<file path="config.mk">
export PLATFORM = sky130hd
export DESIGN_NAME = mdio_target
export DESIGN_NICKNAME = d
export VERILOG_FILES = /design/src/rtl/mdio_target_pkg.sv /design/src/rtl/mdio_reg_bank.sv /design/src/rtl/mdio_frame_parser.sv /design/src/rtl/mdio_read_driver.sv /design/src/rtl/mdio_target.sv
export SDC_FILE = /design/constraint.sdc
export NUM_CORES = 1
export LEC_CHECK = 0
export BUFFER_PORTS_ARGS = -buffer_cell sky130_fd_sc_hd__buf_2
export CAP_MARGIN = 40
export CORE_UTILIZATION = 58
export DETAILED_ROUTE_END_ITERATION = 16
export PLACE_DENSITY = 0.82
export SLEW_MARGIN = 20
export SYNTH_ARGS = -nofsm -noshare
export SYNTH_HDL_FRONTEND = slang
export SYNTH_HIERARCHICAL = 1
export SYNTH_SLANG_ARGS = --single-unit
export TNS_END_PERCENT = 30
</file>
<file path="constraint.sdc">
create_clock -name mdc_i -period 3.36 [get_ports mdc_i]
set_input_delay 0 -clock mdc_i [delete_from_list [all_inputs] [get_ports mdc_i]]
set_output_delay 0 -clock mdc_i [all_outputs]
set_load 0.01 [all_outputs]
</file>
<file path="src/rtl/mdio_target_pkg.sv">
package mdio_target_pkg;
  localparam int PHY_AW   = 5;
  localparam int REG_AW   = 5;
  localparam int ADDR_LEN = PHY_AW + REG_AW;
  localparam int TA_LEN   = 2;

  localparam logic [1:0] OP_RD = 2'b10;
  localparam logic [1:0] OP_WR = 2'b01;

  typedef enum logic [2:0] {
    ST_PRE,
    ST_SOF,
    ST_OP,
    ST_ADDR,
    ST_TA,
    ST_DATA
  } frame_state_e;
endpackage

</file>
<file path="src/rtl/mdio_reg_bank.sv">
module mdio_reg_bank #(
  parameter int DATA_W   = 16,
  parameter int NUM_REGS = 4,
  parameter int ADDR_W   = 5
) (
  input  logic                       clk_i,
  input  logic                       rst_ni,
  input  logic                       wr_en_i,
  input  logic [ADDR_W-1:0]          wr_addr_i,
  input  logic [DATA_W-1:0]          wr_data_i,
  input  logic [ADDR_W-1:0]          rd_addr_i,
  output logic [DATA_W-1:0]          rd_data_o,
  output logic [NUM_REGS*DATA_W-1:0] regs_o
);

  logic [DATA_W-1:0] regs_q [NUM_REGS];

  for (genvar g = 0; g < NUM_REGS; g++) begin : g_reg
    // addresses at or above NUM_REGS select no register
    always_ff @(posedge clk_i or negedge rst_ni) begin
      if (!rst_ni) begin
        regs_q[g] <= '0;
      end else if (wr_en_i && (wr_addr_i == ADDR_W'(g))) begin
        regs_q[g] <= wr_data_i;
      end
    end
    assign regs_o[g*DATA_W +: DATA_W] = regs_q[g];
  end

  always_comb begin
    rd_data_o = '1;
    for (int i = 0; i < NUM_REGS; i++) begin
      if (rd_addr_i == ADDR_W'(i)) rd_data_o = regs_q[i];
    end
  end

endmodule

</file>
<file path="src/rtl/mdio_frame_parser.sv">
module mdio_frame_parser
  import mdio_target_pkg::*;
#(
  parameter int DATA_W  = 16,
  parameter int PRE_LEN = 32
) (
  input  logic               mdc_i,
  input  logic               rst_ni,
  input  logic               mdio_i,
  input  logic [PHY_AW-1:0]  phy_addr_i,
  output frame_state_e       state_o,
  output logic               rd_load_o,
  output logic [REG_AW-1:0]  rd_addr_o,
  output logic               ta_drive_o,
  output logic               shift_o,
  output logic               release_o,
  output logic               wr_en_o,
  output logic [REG_AW-1:0]  wr_addr_o,
  output logic [DATA_W-1:0]  wr_data_o
);

  localparam int CNT_MAX0 = (PRE_LEN > DATA_W) ? PRE_LEN : DATA_W;
  localparam int CNT_MAX  = (CNT_MAX0 > ADDR_LEN) ? CNT_MAX0 : ADDR_LEN;
  localparam int CNT_W    = $clog2(CNT_MAX + 1);

  frame_state_e            state_q;
  logic [CNT_W-1:0]        cnt_q;
  logic                    op_hi_q;
  logic                    is_rd_q;
  logic                    hit_q;
  logic [ADDR_LEN-2:0]     addr_sh_q;
  logic [DATA_W-2:0]       data_sh_q;

  logic [1:0]              op_full;
  logic [ADDR_LEN-1:0]     addr_full;
  logic                    phy_hit;
  logic                    addr_last;
  logic                    data_last;

  assign op_full   = {op_hi_q, mdio_i};
  assign addr_full = {addr_sh_q, mdio_i};
  assign phy_hit   = (addr_full[ADDR_LEN-1 -: PHY_AW] == phy_addr_i);
  assign addr_last = (state_q == ST_ADDR) && (cnt_q == CNT_W'(ADDR_LEN - 1));
  assign data_last = (state_q == ST_DATA) && (cnt_q == CNT_W'(DATA_W - 1));

  always_ff @(posedge mdc_i or negedge rst_ni) begin
    if (!rst_ni) begin
      state_q   <= ST_PRE;
      cnt_q     <= '0;
      op_hi_q   <= 1'b0;
      is_rd_q   <= 1'b0;
      hit_q     <= 1'b0;
      addr_sh_q <= '0;
      data_sh_q <= '0;
    end else begin
      unique case (state_q)
        ST_PRE: begin
          if (mdio_i) begin
            if (cnt_q != CNT_W'(PRE_LEN)) cnt_q <= cnt_q + 1'b1;
          end else begin
            if (cnt_q == CNT_W'(PRE_LEN)) state_q <= ST_SOF;
            cnt_q <= '0;
          end
        end
        ST_SOF: begin
          state_q <= mdio_i ? ST_OP : ST_PRE;
          cnt_q   <= '0;
        end
        ST_OP: begin
          op_hi_q <= mdio_i;
          if (cnt_q == CNT_W'(1)) begin
            cnt_q   <= '0;
            is_rd_q <= (op_full == OP_RD);
            state_q <= (op_full == OP_RD || op_full == OP_WR) ? ST_ADDR : ST_PRE;
          end else begin
            cnt_q <= cnt_q + 1'b1;
          end
        end
        ST_ADDR: begin
          addr_sh_q <= addr_full[ADDR_LEN-2:0];
          if (addr_last) begin
            cnt_q   <= '0;
            hit_q   <= phy_hit;
            state_q <= ST_TA;
          end else begin
            cnt_q <= cnt_q + 1'b1;
          end
        end
        ST_TA: begin
          if (cnt_q == CNT_W'(TA_LEN - 1)) begin
            cnt_q   <= '0;
            state_q <= ST_DATA;
          end else begin
            cnt_q <= cnt_q + 1'b1;
          end
        end
        ST_DATA: begin
          data_sh_q <= {data_sh_q[DATA_W-3:0], mdio_i};
          if (data_last) begin
            cnt_q   <= '0;
            state_q <= ST_PRE;
          end else begin
            cnt_q <= cnt_q + 1'b1;
          end
        end
        default: begin
          cnt_q   <= '0;
          state_q <= ST_PRE;
        end
      endcase
    end
  end

  logic rd_hit;
  assign rd_hit = hit_q && is_rd_q;

  assign state_o    = state_q;
  assign rd_load_o  = addr_last && is_rd_q && phy_hit;
  assign rd_addr_o  = addr_full[REG_AW-1:0];
  assign ta_drive_o = rd_hit && (state_q == ST_TA) && (cnt_q == '0);
  assign shift_o    = rd_hit && (((state_q == ST_TA) && (cnt_q == CNT_W'(TA_LEN - 1)))
                                 || ((state_q == ST_DATA) && !data_last));
  assign release_o  = rd_hit && data_last;
  assign wr_en_o    = hit_q && !is_rd_q && data_last;
  assign wr_addr_o  = addr_sh_q[REG_AW-1:0];
  assign wr_data_o  = {data_sh_q, mdio_i};

endmodule

</file>
<file path="src/rtl/mdio_read_driver.sv">
module mdio_read_driver #(
  parameter int DATA_W = 16
) (
  input  logic              mdc_i,
  input  logic              rst_ni,
  input  logic              load_i,
  input  logic [DATA_W-1:0] rd_data_i,
  input  logic              ta_drive_i,
  input  logic              shift_i,
  input  logic              release_i,
  output logic              mdio_o,
  output logic              mdio_oe_o
);

  logic [DATA_W-1:0] sh_q;
  logic              out_q;
  logic              oe_q;

  always_ff @(posedge mdc_i or negedge rst_ni) begin
    if (!rst_ni) begin
      sh_q  <= '0;
      out_q <= 1'b0;
      oe_q  <= 1'b0;
    end else begin
      if (load_i) sh_q <= rd_data_i;
      if (ta_drive_i) begin
        oe_q  <= 1'b1;
        out_q <= 1'b0;
      end
      if (shift_i) begin
        out_q <= sh_q[DATA_W-1];
        sh_q  <= {sh_q[DATA_W-2:0], 1'b0};
      end
      if (release_i) begin
        oe_q  <= 1'b0;
        out_q <= 1'b0;
      end
    end
  end

  assign mdio_o    = out_q;
  assign mdio_oe_o = oe_q;

endmodule

</file>
<file path="src/rtl/mdio_target.sv">
module mdio_target
  import mdio_target_pkg::*;
#(
  parameter int DATA_W   = 16,
  parameter int NUM_REGS = 4,
  parameter int PRE_LEN  = 32
) (
  input  logic                       mdc_i,
  input  logic                       rst_ni,
  input  logic [PHY_AW-1:0]          phy_addr_i,
  input  logic                       mdio_i,
  output logic                       mdio_o,
  output logic                       mdio_oe_o,
  output logic [NUM_REGS*DATA_W-1:0] regs_o
);

  frame_state_e      frame_state;
  logic              rd_load;
  logic [REG_AW-1:0] rd_addr;
  logic [DATA_W-1:0] rd_data;
  logic              ta_drive;
  logic              shift_en;
  logic              release_en;
  logic              wr_en;
  logic [REG_AW-1:0] wr_addr;
  logic [DATA_W-1:0] wr_data;

  mdio_frame_parser #(
    .DATA_W  (DATA_W),
    .PRE_LEN (PRE_LEN)
  ) u_parser (
    .mdc_i      (mdc_i),
    .rst_ni     (rst_ni),
    .mdio_i     (mdio_i),
    .phy_addr_i (phy_addr_i),
    .state_o    (frame_state),
    .rd_load_o  (rd_load),
    .rd_addr_o  (rd_addr),
    .ta_drive_o (ta_drive),
    .shift_o    (shift_en),
    .release_o  (release_en),
    .wr_en_o    (wr_en),
    .wr_addr_o  (wr_addr),
    .wr_data_o  (wr_data)
  );

  mdio_reg_bank #(
    .DATA_W   (DATA_W),
    .NUM_REGS (NUM_REGS),
    .ADDR_W   (REG_AW)
  ) u_bank (
    .clk_i     (mdc_i),
    .rst_ni    (rst_ni),
    .wr_en_i   (wr_en),
    .wr_addr_i (wr_addr),
    .wr_data_i (wr_data),
    .rd_addr_i (rd_addr),
    .rd_data_o (rd_data),
    .regs_o    (regs_o)
  );

  mdio_read_driver #(
    .DATA_W (DATA_W)
  ) u_drv (
    .mdc_i      (mdc_i),
    .rst_ni     (rst_ni),
    .load_i     (rd_load),
    .rd_data_i  (rd_data),
    .ta_drive_i (ta_drive),
    .shift_i    (shift_en),
    .release_i  (release_en),
    .mdio_o     (mdio_o),
    .mdio_oe_o  (mdio_oe_o)
  );

endmodule

</file>
==> results.json, run 1 <==
{
  "outcome": "finished clean",
  "drt_iter0_markers": 264,
  "layout_min_cycle_time_ns": 2.99,
  "worst_slew_pin_slew_ns": 0.824,
  "setup_viol": 0,
  "grt_pass1_vias": 4125,
  "start_util_pct": 60.5,
  "syn_inst": 449,
  "core_area_um2": 9330,
  "cts_root_buffer": "clkbuf_8",
  "grt_overflow": 0,
  "dieWidth_um": 101,
  "synth_area_um2": 5640,
  "synth.avg_cell_area_um2": 12.6,
  "crit_type": "flop to flop",
  "synth-main-ff-cell": "dfrtp_1",
  "synth_top_area_share_pct": 52.3,
  "grt_max_degree": 67,
  "finalHoldViolCount": 0,
  "antenna_found_initial": 0,
  "cts_inserted_buffers": 17,
  "num_vias": 4009,
  "die_y_um": 101,
  "slew_violations": 0,
  "grtUsageTotal_pct": 28.7,
  "powerDensity_nw_per_um2": 498,
  "relSlewSlack_pct": 44.6,
  "fin_cells": 671,
  "setup_tns_ns": 0,
  "routed_via_density": 5.97,
  "cp-start-kind": "flop",
  "drtAntennaViolNets": 0,
  "h-tree-depth": 4,
  "antenna_cells": 0,
  "fill_cells": 627,
  "arrival_ns": 3.39,
  "cp-end-kind": "flop",
  "ys_seq_elements": 118,
  "postCtsSetupBuffers": 0,
  "clkLatencyLatePin_ns": 0.52,
  "syn-num-nets": 461,
  "first_pass_iters": 5,
  "ys_types": 59,
  "drcViolationCount": 0,
  "io_buffers": 73,
  "ys_warn_count": 6,
  "p_leak_nw": 3.31,
  "syn2layout_area_growth_pct": 19.6,
  "synth-async-reset-ratio_pct": 100,
  "row_count": 35,
  "gp_congestion": 0.833,
  "routed_wl_mm": 13.6,
  "ioPinCount": 74,
  "path_max_fanout": 16,
  "finalCritPeriodShare_pct": 89.1,
  "place_inst": 633,
  "hpwl_mm": 8.55,
  "synth.area.top_cells": "dfrtp_1 (52%), mux2_2 (18%), mux2i_1 (2.8%)",
  "max-vdd-ir-drop_mv": 0.367,
  "clock_skew_ns": 0.00822,
  "clockBufferDepth": 2,
  "seq_area_frac_synth_pct": 52.3,
  "rsz0062_at_grt": "no",
  "critPathRequiredTime_ns": 3.76,
  "dieArea_um2": 10100,
  "drive_gt1_share_pct": 43.0,
  "synth_edf_count": 0,
  "cts.sinks": 118,
  "wire_per_inst_um": 20.2,
  "worst_hold_path_type": "input port to flop",
  "grt_first_pass_wirelength_mm": 21.6,
  "tritoncts": "built",
  "clkSlewWorstSetupHoldPaths_ns": 0.06,
  "max_freq_ghz": 0.334,
  "maxCapViolations": 0,
  "synth.largest_area_cell": "dfrtp_1",
  "finalNetCount": 541
}
sequential cells by signal, summed over array words and instances, names as in the netlist:
signal	flops
u_parser/hit_q	1
u_parser/is_rd_q	1
u_drv/mdio_oe_o	1
u_parser/op_hi_q	1
u_parser/addr_sh_q	9
u_parser/data_sh_q	15
u_parser/cnt_q	6
u_drv/mdio_o	1
u_bank/regs_o	64
u_parser/state_o	3
u_drv/sh_q	16
synthesized netlist by cell type (3+ instances only):
| cell | number |
|---|---|
| dfrtp_1 | 118 |
| mux2_2 | 88 |
| nand2_1 | 26 |
| nor2_1 | 19 |
| mux2i_1 | 16 |
| o21ai_1 | 16 |
| inv_1 | 15 |
| buf_4 | 13 |
| buf_2 | 10 |
| o21ai_0 | 9 |
| nand3b_1 | 8 |
| o221ai_1 | 8 |
| or3_1 | 8 |
| o221a_2 | 6 |
| xnor2_1 | 6 |
| a32o_1 | 5 |
| clkbuf_1 | 5 |
| nand3_1 | 5 |
| nor4_1 | 5 |
| a21oi_1 | 4 |
| ha_1 | 4 |
| nand2b_1 | 4 |
| mux4_2 | 3 |
| nor3b_1 | 3 |
area by class of cell:
cell class	instances	area (um2)	area share (%)
clock inverter	13	171	2.54
multi-input combinational	285	2440	36.1
tap	129	161	2.39
sequential	118	2950	43.7
clock buffer	19	432	6.39
inverter	16	60.1	0.890
timing repair buffer	91	536	7.93
cells by family (layout without fill, tap and decap cells):
logic type,after synthesis,after routing,synth area share [%]
compound gates,57,57,7.29
xor+xnor,8,8,1.24
fa+ha+maj,4,4,0.887
buf+inv,46,139,4.54
flops,118,118,52.3
mux,108,108,21.9
simple gates,108,108,11.9
critical path: stages (launching register included):
cell	delay, ns
dfrtp_1	0.40
ha_1	0.21
nand3_1	0.15
or3_1	0.39
nor4_1	0.33
nor4b_4	0.42
nand3b_2	0.52
mux2_2	0.46
layer usage:
layer  global-route usage, %  vias up  wire length (um)
met1                    36.9     2068              5650
li1                        -     1788                 -
met4                    10.5        0               238
met2                    47.8      127              6980
met5                       0        -                 0
met3                    6.66       26               707
timing repair:
| item | in CTS | in global routing |
|---|---|---|
| hold buffers | 4 | 1 |
| setup endpoints to repair | 0 | 0 |
| hold endpoints to repair | 65 | 5 |
| gates resized for setup | 0 | 0 |
through the flow:
step	cell area (um2)	total power [W]	util [%]	hold slack [ns]	setup WS, ns
floorplan	5640	0.00150	-	-0.296	0.764
global placement	6070	0.00155	65.1	0.140	0.652
detailed placement	6070	0.00155	65.1	0.149	0.523
CTS	6710	0.00337	72.0	0.164	0.432
global route	6750	0.00346	72.4	0.312	0.272
finish	6750	0.00336	72.4	0.280	0.367
cell usage in the layout, fill, tap and decap left out, types with 9 or more instances in the layout:
master	instances
nor2_1	18
o21ai_1	16
dfrtp_1	118
mux2i_1	16
inv_1	15
nand2_1	26
clkbuf_16	16
buf_4	13
mux2_2	88
buf_2	72
o21ai_0	9
report_power, final:
group          internal [W]  leakage (nW)  switching, W
Combinational     0.0000378          1.48     0.0000664
Clock               0.00116         0.289      0.000669
Sequential          0.00143          1.55    0.00000448
worst paths after layout:
kind | startpoint | end | slack [ns] | depth (start not counted)
worst max-delay path | u_parser/cnt_q[0]$_DFFE_PN0P_ | u_bank/regs_o[44]$_DFFE_PN0P_ | 0.37 | 7
worst min-delay path | mdio_i | u_parser/op_hi_q$_DFFE_PN0N_ | 0.28 | 2
worst max register to register | u_parser/cnt_q[0]$_DFFE_PN0P_ | u_bank/regs_o[44]$_DFFE_PN0P_ | 0.37 | 7
worst min register to register | u_drv/sh_q[7]$_DFFE_PN0P_ | u_drv/sh_q[8]$_DFFE_PN0P_ | 0.50 | 2
max in group asynchronous | rst_ni | u_drv/sh_q[0]$_DFFE_PN0P_ | 2.01 | 5
min in group asynchronous | rst_ni | u_drv/sh_q[12]$_DFFE_PN0P_ | 0.39 | 3
No activity file was read; power rests on OpenSTA's default activity.
==> run 2: changes to the inputs <==
BUFFER_PORTS_ARGS = -buffer_cell sky130_fd_sc_hd__buf_4   (was -buffer_cell sky130_fd_sc_hd__buf_2)
GPL_TIMING_DRIVEN = 0   (was unset)
==> run 2 against run 1 <==
Clock-buffer cell count stayed put. Non-clock buffer count is 21 higher. Setup slack worse by 0.23 ns. Critical path type unchanged. Sequential share of layout area is 1.9 points lower. Routed wire length is 5.2% higher.
==> results.json, run 2 (same netlist as run 1, synthesis figures left out) <==
{
  "worst_hold_path_type": "input port to flop",
  "relSlewSlack_pct": 42.5,
  "maxCapViolations": 0,
  "clkLatencyLatePin_ns": 0.52,
  "setup_tns_ns": 0,
  "core_area_um2": 9330,
  "die_y_um": 101,
  "clock_skew_ns": 0.00922,
  "setup_viol": 0,
  "dieArea_um2": 10100,
  "crit_chain": "buf_4 > and2b_1 > nand2_4 > buf_2 > nor4_1 > nor4b_4 > nor3b_4 > buf_8 > mux2_2",
  "antenna_cells": 0,
  "first_pass_iters": 5,
  "clkSlewWorstSetupHoldPaths_ns": 0.06,
  "combinationalPowerShare_pct": 3.4,
  "finalCritPeriodShare_pct": 96.0,
  "drcViolationCount": 0,
  "swShare_pct": 22.6,
  "largest_register_ffs": 64,
  "postCtsSetupBuffers": 0,
  "p_leak_nw": 3.38,
  "ioPinCount": 74,
  "cp-start-kind": "flop",
  "hpwl_mm": 9.15,
  "h-tree-depth": 4,
  "finalNetCount": 562,
  "layout_common_cells": "dfrtp_1 (118), mux2_2 (88), buf_4 (85)",
  "cts_root_buffer": "clkbuf_8",
  "p_int_w": 0.00257,
  "crit_type": "flop to flop",
  "drive_gt1_share_pct": 44.0,
  "drt_iter0_markers": 197,
  "cts.sinks": 118,
  "max_stage_delay_ns": 0.58,
  "path_max_fanout": 10,
  "start_util_pct": 60.5,
  "cts_inserted_buffers": 17,
  "multiInputGateArea_um2": 2440,
  "powerDensity_nw_per_um2": 471,
  "max-vdd-ir-drop_mv": 0.315,
  "max_freq_ghz": 0.310,
  "critPathSlowestCell": "nor3b_4",
  "grt_overflow": 0,
  "gp_congestion": 0.825,
  "num_vias": 4131,
  "io_buffers": 73,
  "routed_wl_mm": 14.3,
  "syn2layout_area_growth_pct": 25.0,
  "clockBufferDepth": 2,
  "finalHoldViolCount": 0,
  "routed_via_density": 5.97,
  "final_common_cell": "dfrtp_1",
  "tritoncts": "built",
  "critPathRequiredTime_ns": 3.76,
  "outcome": "finished clean",
  "wire_per_inst_um": 20.6,
  "dieWidth_um": 101,
  "cp-end-kind": "flop",
  "layout_min_cycle_time_ns": 3.22,
  "regArea_um2": 2950,
  "antenna_found_initial": 0,
  "grt_first_pass_wirelength_mm": 23.0,
  "total_power_w": 0.00332,
  "slew_violations": 0,
  "drtAntennaViolNets": 0,
  "worst_slew_pin_slew_ns": 0.855,
  "rsz0062_at_grt": "no",
  "seqPwrFrac_pct": 43.1,
  "arrival_ns": 3.62,
  "clkPwrFrac_pct": 53.5,
  "fill_cells": 588,
  "row_count": 35,
  "grt_max_degree": 72,
  "grtUsageTotal_pct": 30.8,
  "switchingPower_w": 0.000752,
  "grt_pass1_vias": 4271
}
[run 2: cell count changes in the layout (fill, tap and decap cells not counted), sizes merged]
| cell | change |
|---|---|
| buf | +14 |
| clkbuf | +5 |
| clkinvlp | +3 |
| clkinv | -2 |
| dlygate4sd3 | +2 |
| bufinv | -1 |
[run 2: power by group through the flow]
stage	Clock (W)	Sequential [W]	Combinational, W
2_1_floorplan	0	0.00146	0.0000472
3_3_place_gp	0	0.00146	0.0000986
3_5_place_dp	0	0.00146	0.000107
4_1_cts	0.00180	0.00143	0.000114
5_1_grt	0.00185	0.00143	0.000126
6_report	0.00178	0.00143	0.000113
[run 2: metrics by stage]
step / setup WS, ns / cell area, um2 / hold slack [ns] / util (%) / std cells
after floorplan: 0.764 / 5640 / -0.296 / - / 449
after global placement: 0.137 / 6350 / 0.301 / 68.1 / 651
after detailed placement: 0.194 / 6400 / -0.0291 / 68.6 / 653
after CTS: 0.125 / 7050 / 0.328 / 75.6 / 692
after global routing: 0.00475 / 7050 / 0.340 / 75.6 / 692
final: 0.136 / 7050 / 0.338 / 75.6 / 692
[run 2: area by class of cell]
| type | instances | share of cell area (%) |
|---|---|---|
| Sequential cell | 118 | 41.9 |
| Clock buffer | 19 | 6.26 |
| Multi-Input combinational cell | 285 | 34.6 |
| Timing Repair Buffer | 82 | 9.28 |
| Tap cell | 129 | 2.29 |
| Buffer | 30 | 2.78 |
| Clock inverter | 13 | 2.08 |
| Inverter | 16 | 0.851 |
[run 2: worst paths after layout]
kind	startpoint	endpoint	slack, ns	cells past startpoint
min in group asynchronous	rst_ni	u_bank/regs_o[48]$_DFFE_PN0P_	0.53	3
worst min register to register	u_drv/sh_q[3]$_DFFE_PN0P_	u_drv/sh_q[4]$_DFFE_PN0P_	0.50	2
worst min-delay path	mdio_i	u_parser/op_hi_q$_DFFE_PN0N_	0.34	3
max in group asynchronous	rst_ni	u_bank/regs_o[61]$_DFFE_PN0P_	1.96	4
worst max-delay path	u_parser/state_o[1]$_DFFE_PN0P_	u_bank/regs_o[8]$_DFFE_PN0P_	0.14	9
worst max register to register	u_parser/state_o[1]$_DFFE_PN0P_	u_bank/regs_o[8]$_DFFE_PN0P_	0.14	9
[run 2: repair_timing]
item,in CTS,in global routing
hold buffers,7,0
hold endpoints to repair,127,0
gates resized for setup,0,0
[run 2: critical path, delay by kind of cell, from the launching register on]
kind / cells / cell delay [ns]
DFF: 1 / 0.36
muxes: 1 / 0.34
and+or+nand+nor: 5 / 1.72
buffers and inverters: 3 / 0.66
[run 2: per-layer routing]
metal	global-route usage (%)	up-vias	wire [um]
li1	-	1832	-
met1	40.1	2109	5990
met2	51.4	160	7290
met3	6.45	30	748
met4	10.7	0	260
met5	0	-	0
==> run 3: changes to the inputs <==
CORE_UTILIZATION = 57   (was 58)
PLACE_DENSITY = 0.81   (was 0.82)
SYNTH_HIERARCHICAL = unset   (was 1)
==> run 3 against run 2 <==
Combinational power rose to 6.8 times the previous value. Sequential share of layout area up 1.1 points. Clock power up 9%. Critical path depth down 2. First-iteration DRC count down 1.5%. Largest power group unchanged. Utilization down 1.6 points. Routed wire length down 7.9%. Clock skew down 0.0011 ns. Final area down 2.6%. Register-to-register slack better by 0.44 ns. Total power up 36%. Area after synthesis down 3.0%.
==> results.json, run 3 <==
{
  "dieWidth_um": 100,
  "placed_area_um2": 6210,
  "grtUsageTotal_pct": 28.9,
  "synth_top_area_share_pct": 54.0,
  "clkLatencyLatePin_ns": 0.52,
  "synth_most_common_cell": "dfrtp_1",
  "worst_hold_path_type": "input port to async pin",
  "drtAntennaViolNets": 0,
  "switchingPower_w": 0.00128,
  "powerDensity_nw_per_um2": 657,
  "tritoncts": "built",
  "cts_root_buffer": "clkbuf_8",
  "synth_edf_count": 0,
  "finalCritPeriodShare_pct": 82.7,
  "clock_skew_ns": 0.00816,
  "io_buffers": 72,
  "worst_slew_pin_slew_ns": 0.745,
  "routed_wl_mm": 13.2,
  "dieArea_um2": 10000,
  "clkPwrFrac_pct": 43.1,
  "total_power_w": 0.00451,
  "outcome": "finished clean",
  "clockBufferDepth": 2,
  "ys_seq_elements": 118,
  "finalHoldViolCount": 0,
  "grt_max_degree": 71,
  "crit-reg2reg-capture": "u_bank.regs_o[22]$_DFFE_PN0P_",
  "first_pass_iters": 4,
  "wire_per_inst_um": 20.4,
  "final_area_um2": 6870,
  "synth.avg_cell_area_um2": 13.4,
  "ioPinCount": 74,
  "routed_via_density": 5.87,
  "synth.area.top_cells": "dfrtp_1 (54%), mux2_2 (16%), mux4_2 (6.6%)",
  "synth-async-reset-ratio_pct": 100,
  "combinationalPowerShare_pct": 17.0,
  "row_count": 35,
  "ys_warn_count": 0,
  "gp_congestion": 0.846,
  "swShare_pct": 28.3,
  "hpwl_mm": 8.37,
  "max_freq_ghz": 0.360,
  "relSlewSlack_pct": 50.4,
  "antenna_cells": 0,
  "drive_gt1_share_pct": 44.7,
  "maxCapViolations": 0,
  "largest_register_ffs": 64,
  "seqPwrFrac_pct": 39.9,
  "grt_overflow": 0,
  "r2r_start": "u_parser.cnt_q[0]$_DFFE_PN0P_",
  "p_leak_nw": 3.30,
  "cp-end-kind": "flop",
  "ys_types": 48,
  "drt_iter0_markers": 194,
  "critPathRequiredTime_ns": 3.76,
  "post-route-util_pct": 74.0,
  "path_max_fanout": 10,
  "antenna_found_initial": 0,
  "crit_type": "flop to flop",
  "grt_pass1_vias": 3988,
  "num_vias": 3789,
  "layout_min_cycle_time_ns": 2.78,
  "final_common_cell": "dfrtp_1",
  "start_util_pct": 58.9,
  "clkSlewWorstSetupHoldPaths_ns": 0.06,
  "synth.largest_area_cell": "dfrtp_1",
  "syn2layout_area_growth_pct": 25.6,
  "multiInputGateArea_um2": 2390,
  "h-tree-depth": 4,
  "max-vdd-ir-drop_mv": 0.471,
  "arrival_ns": 3.17,
  "setup_viol": 0,
  "syn-num-nets": 421,
  "cts.sinks": 118,
  "slew_violations": 0,
  "layout_common_cells": "dfrtp_1 (118), mux2_2 (78), buf_4 (73)",
  "cts_inserted_buffers": 17,
  "reg2reg_setup_slack_ns": 0.58,
  "synth_common_cells": "dfrtp_1 (118), mux2_2 (78), nor2_1 (29)",
  "core_area_um2": 9280,
  "synth_area_um2": 5470,
  "die_y_um": 100,
  "p_int_w": 0.00324,
  "worst_r2r_path_depth": 7,
  "fill_cells": 599,
  "seq_area_frac_synth_pct": 54.0,
  "drcViolationCount": 0,
  "syn_inst": 409,
  "rsz0062_at_grt": "no",
  "cp-start-kind": "flop",
  "setup_tns_ns": 0,
  "synth-main-ff-cell": "dfrtp_1",
  "finalNetCount": 516,
  "regArea_um2": 2950,
  "grt_first_pass_wirelength_mm": 21.2,
  "ctsResizeCount": 0
}
-- run 3: how the worst max path moves through the flow --
stage	from	to
after floorplan	u_parser.cnt_q[0]$_DFFE_PN0P_	u_bank.regs_o[21]$_DFFE_PN0P_
after global placement	u_parser.cnt_q[0]$_DFFE_PN0P_	u_bank.regs_o[24]$_DFFE_PN0P_
after detailed placement	u_parser.cnt_q[0]$_DFFE_PN0P_	u_bank.regs_o[28]$_DFFE_PN0P_
after CTS	u_parser.cnt_q[0]$_DFFE_PN0P_	u_bank.regs_o[22]$_DFFE_PN0P_
after global routing	u_parser.cnt_q[0]$_DFFE_PN0P_	u_bank.regs_o[22]$_DFFE_PN0P_
final	u_parser.cnt_q[0]$_DFFE_PN0P_	u_bank.regs_o[22]$_DFFE_PN0P_
-- run 3: timing repair --
item	4_1_cts	5_1_grt
endpoints found under the hold margin	119	0
hold buffers	3	0
setup buffers	0	0
-- run 3: area by class of cell --
cell class | count | share of cell area [%]
Buffer | 21 | 1.62
Clock buffer | 19 | 6.28
Clock inverter | 13 | 2.97
Inverter | 6 | 0.328
Multi-Input combinational cell | 264 | 34.7
Sequential cell | 118 | 43.0
Tap cell | 129 | 2.35
Timing Repair Buffer | 76 | 8.76
-- run 3: cell families after synthesis --
logic type	synth area share [%]
buf+inv	2.45
fa+ha+maj	0.915
simple gates	11.4
flops	54.0
mux	25.6
compound gates	4.44
xor+xnor	1.28
-- run 3: per-stage QoR --
stage          hold slack [ns]  std cells  setup slack (ns)
5_1_grt                  0.106        646             0.460
4_1_cts                 0.0705        646             0.596
3_5_place_dp            0.0499        611             0.691
2_1_floorplan           -0.296        409              1.30
3_3_place_gp             0.368        610             0.707
6_report                0.0525        646             0.581
-- run 3: power groups by stage --
stage	logic [W]	clock network, W	registers, W
after CTS	0.000767	0.00195	0.00179
after detailed placement	0.000745	0	0.00181
after global routing	0.000840	0.00202	0.00183
after floorplan	0.000544	0	0.00177
final	0.000768	0.00194	0.00180
after global placement	0.000709	0	0.00180
-- run 3: metal layers --
metal  GRT usage [%]  wire length (um)  share of wire (%)
met1            36.8              5480                 42
met2            47.1              6750                 51
met3            7.80               687                5.2
met4            12.2               231                1.8
met5               0                 0                  0
-- run 3: worst max-delay path: stages, from the launching register on --
cell     delay (ns)
dfrtp_1        0.46
ha_1           0.22
nand3_1        0.17
nor2_1         0.22
nand3_1        0.19
nor3_2         0.65
buf_4          0.35
mux2_2         0.39
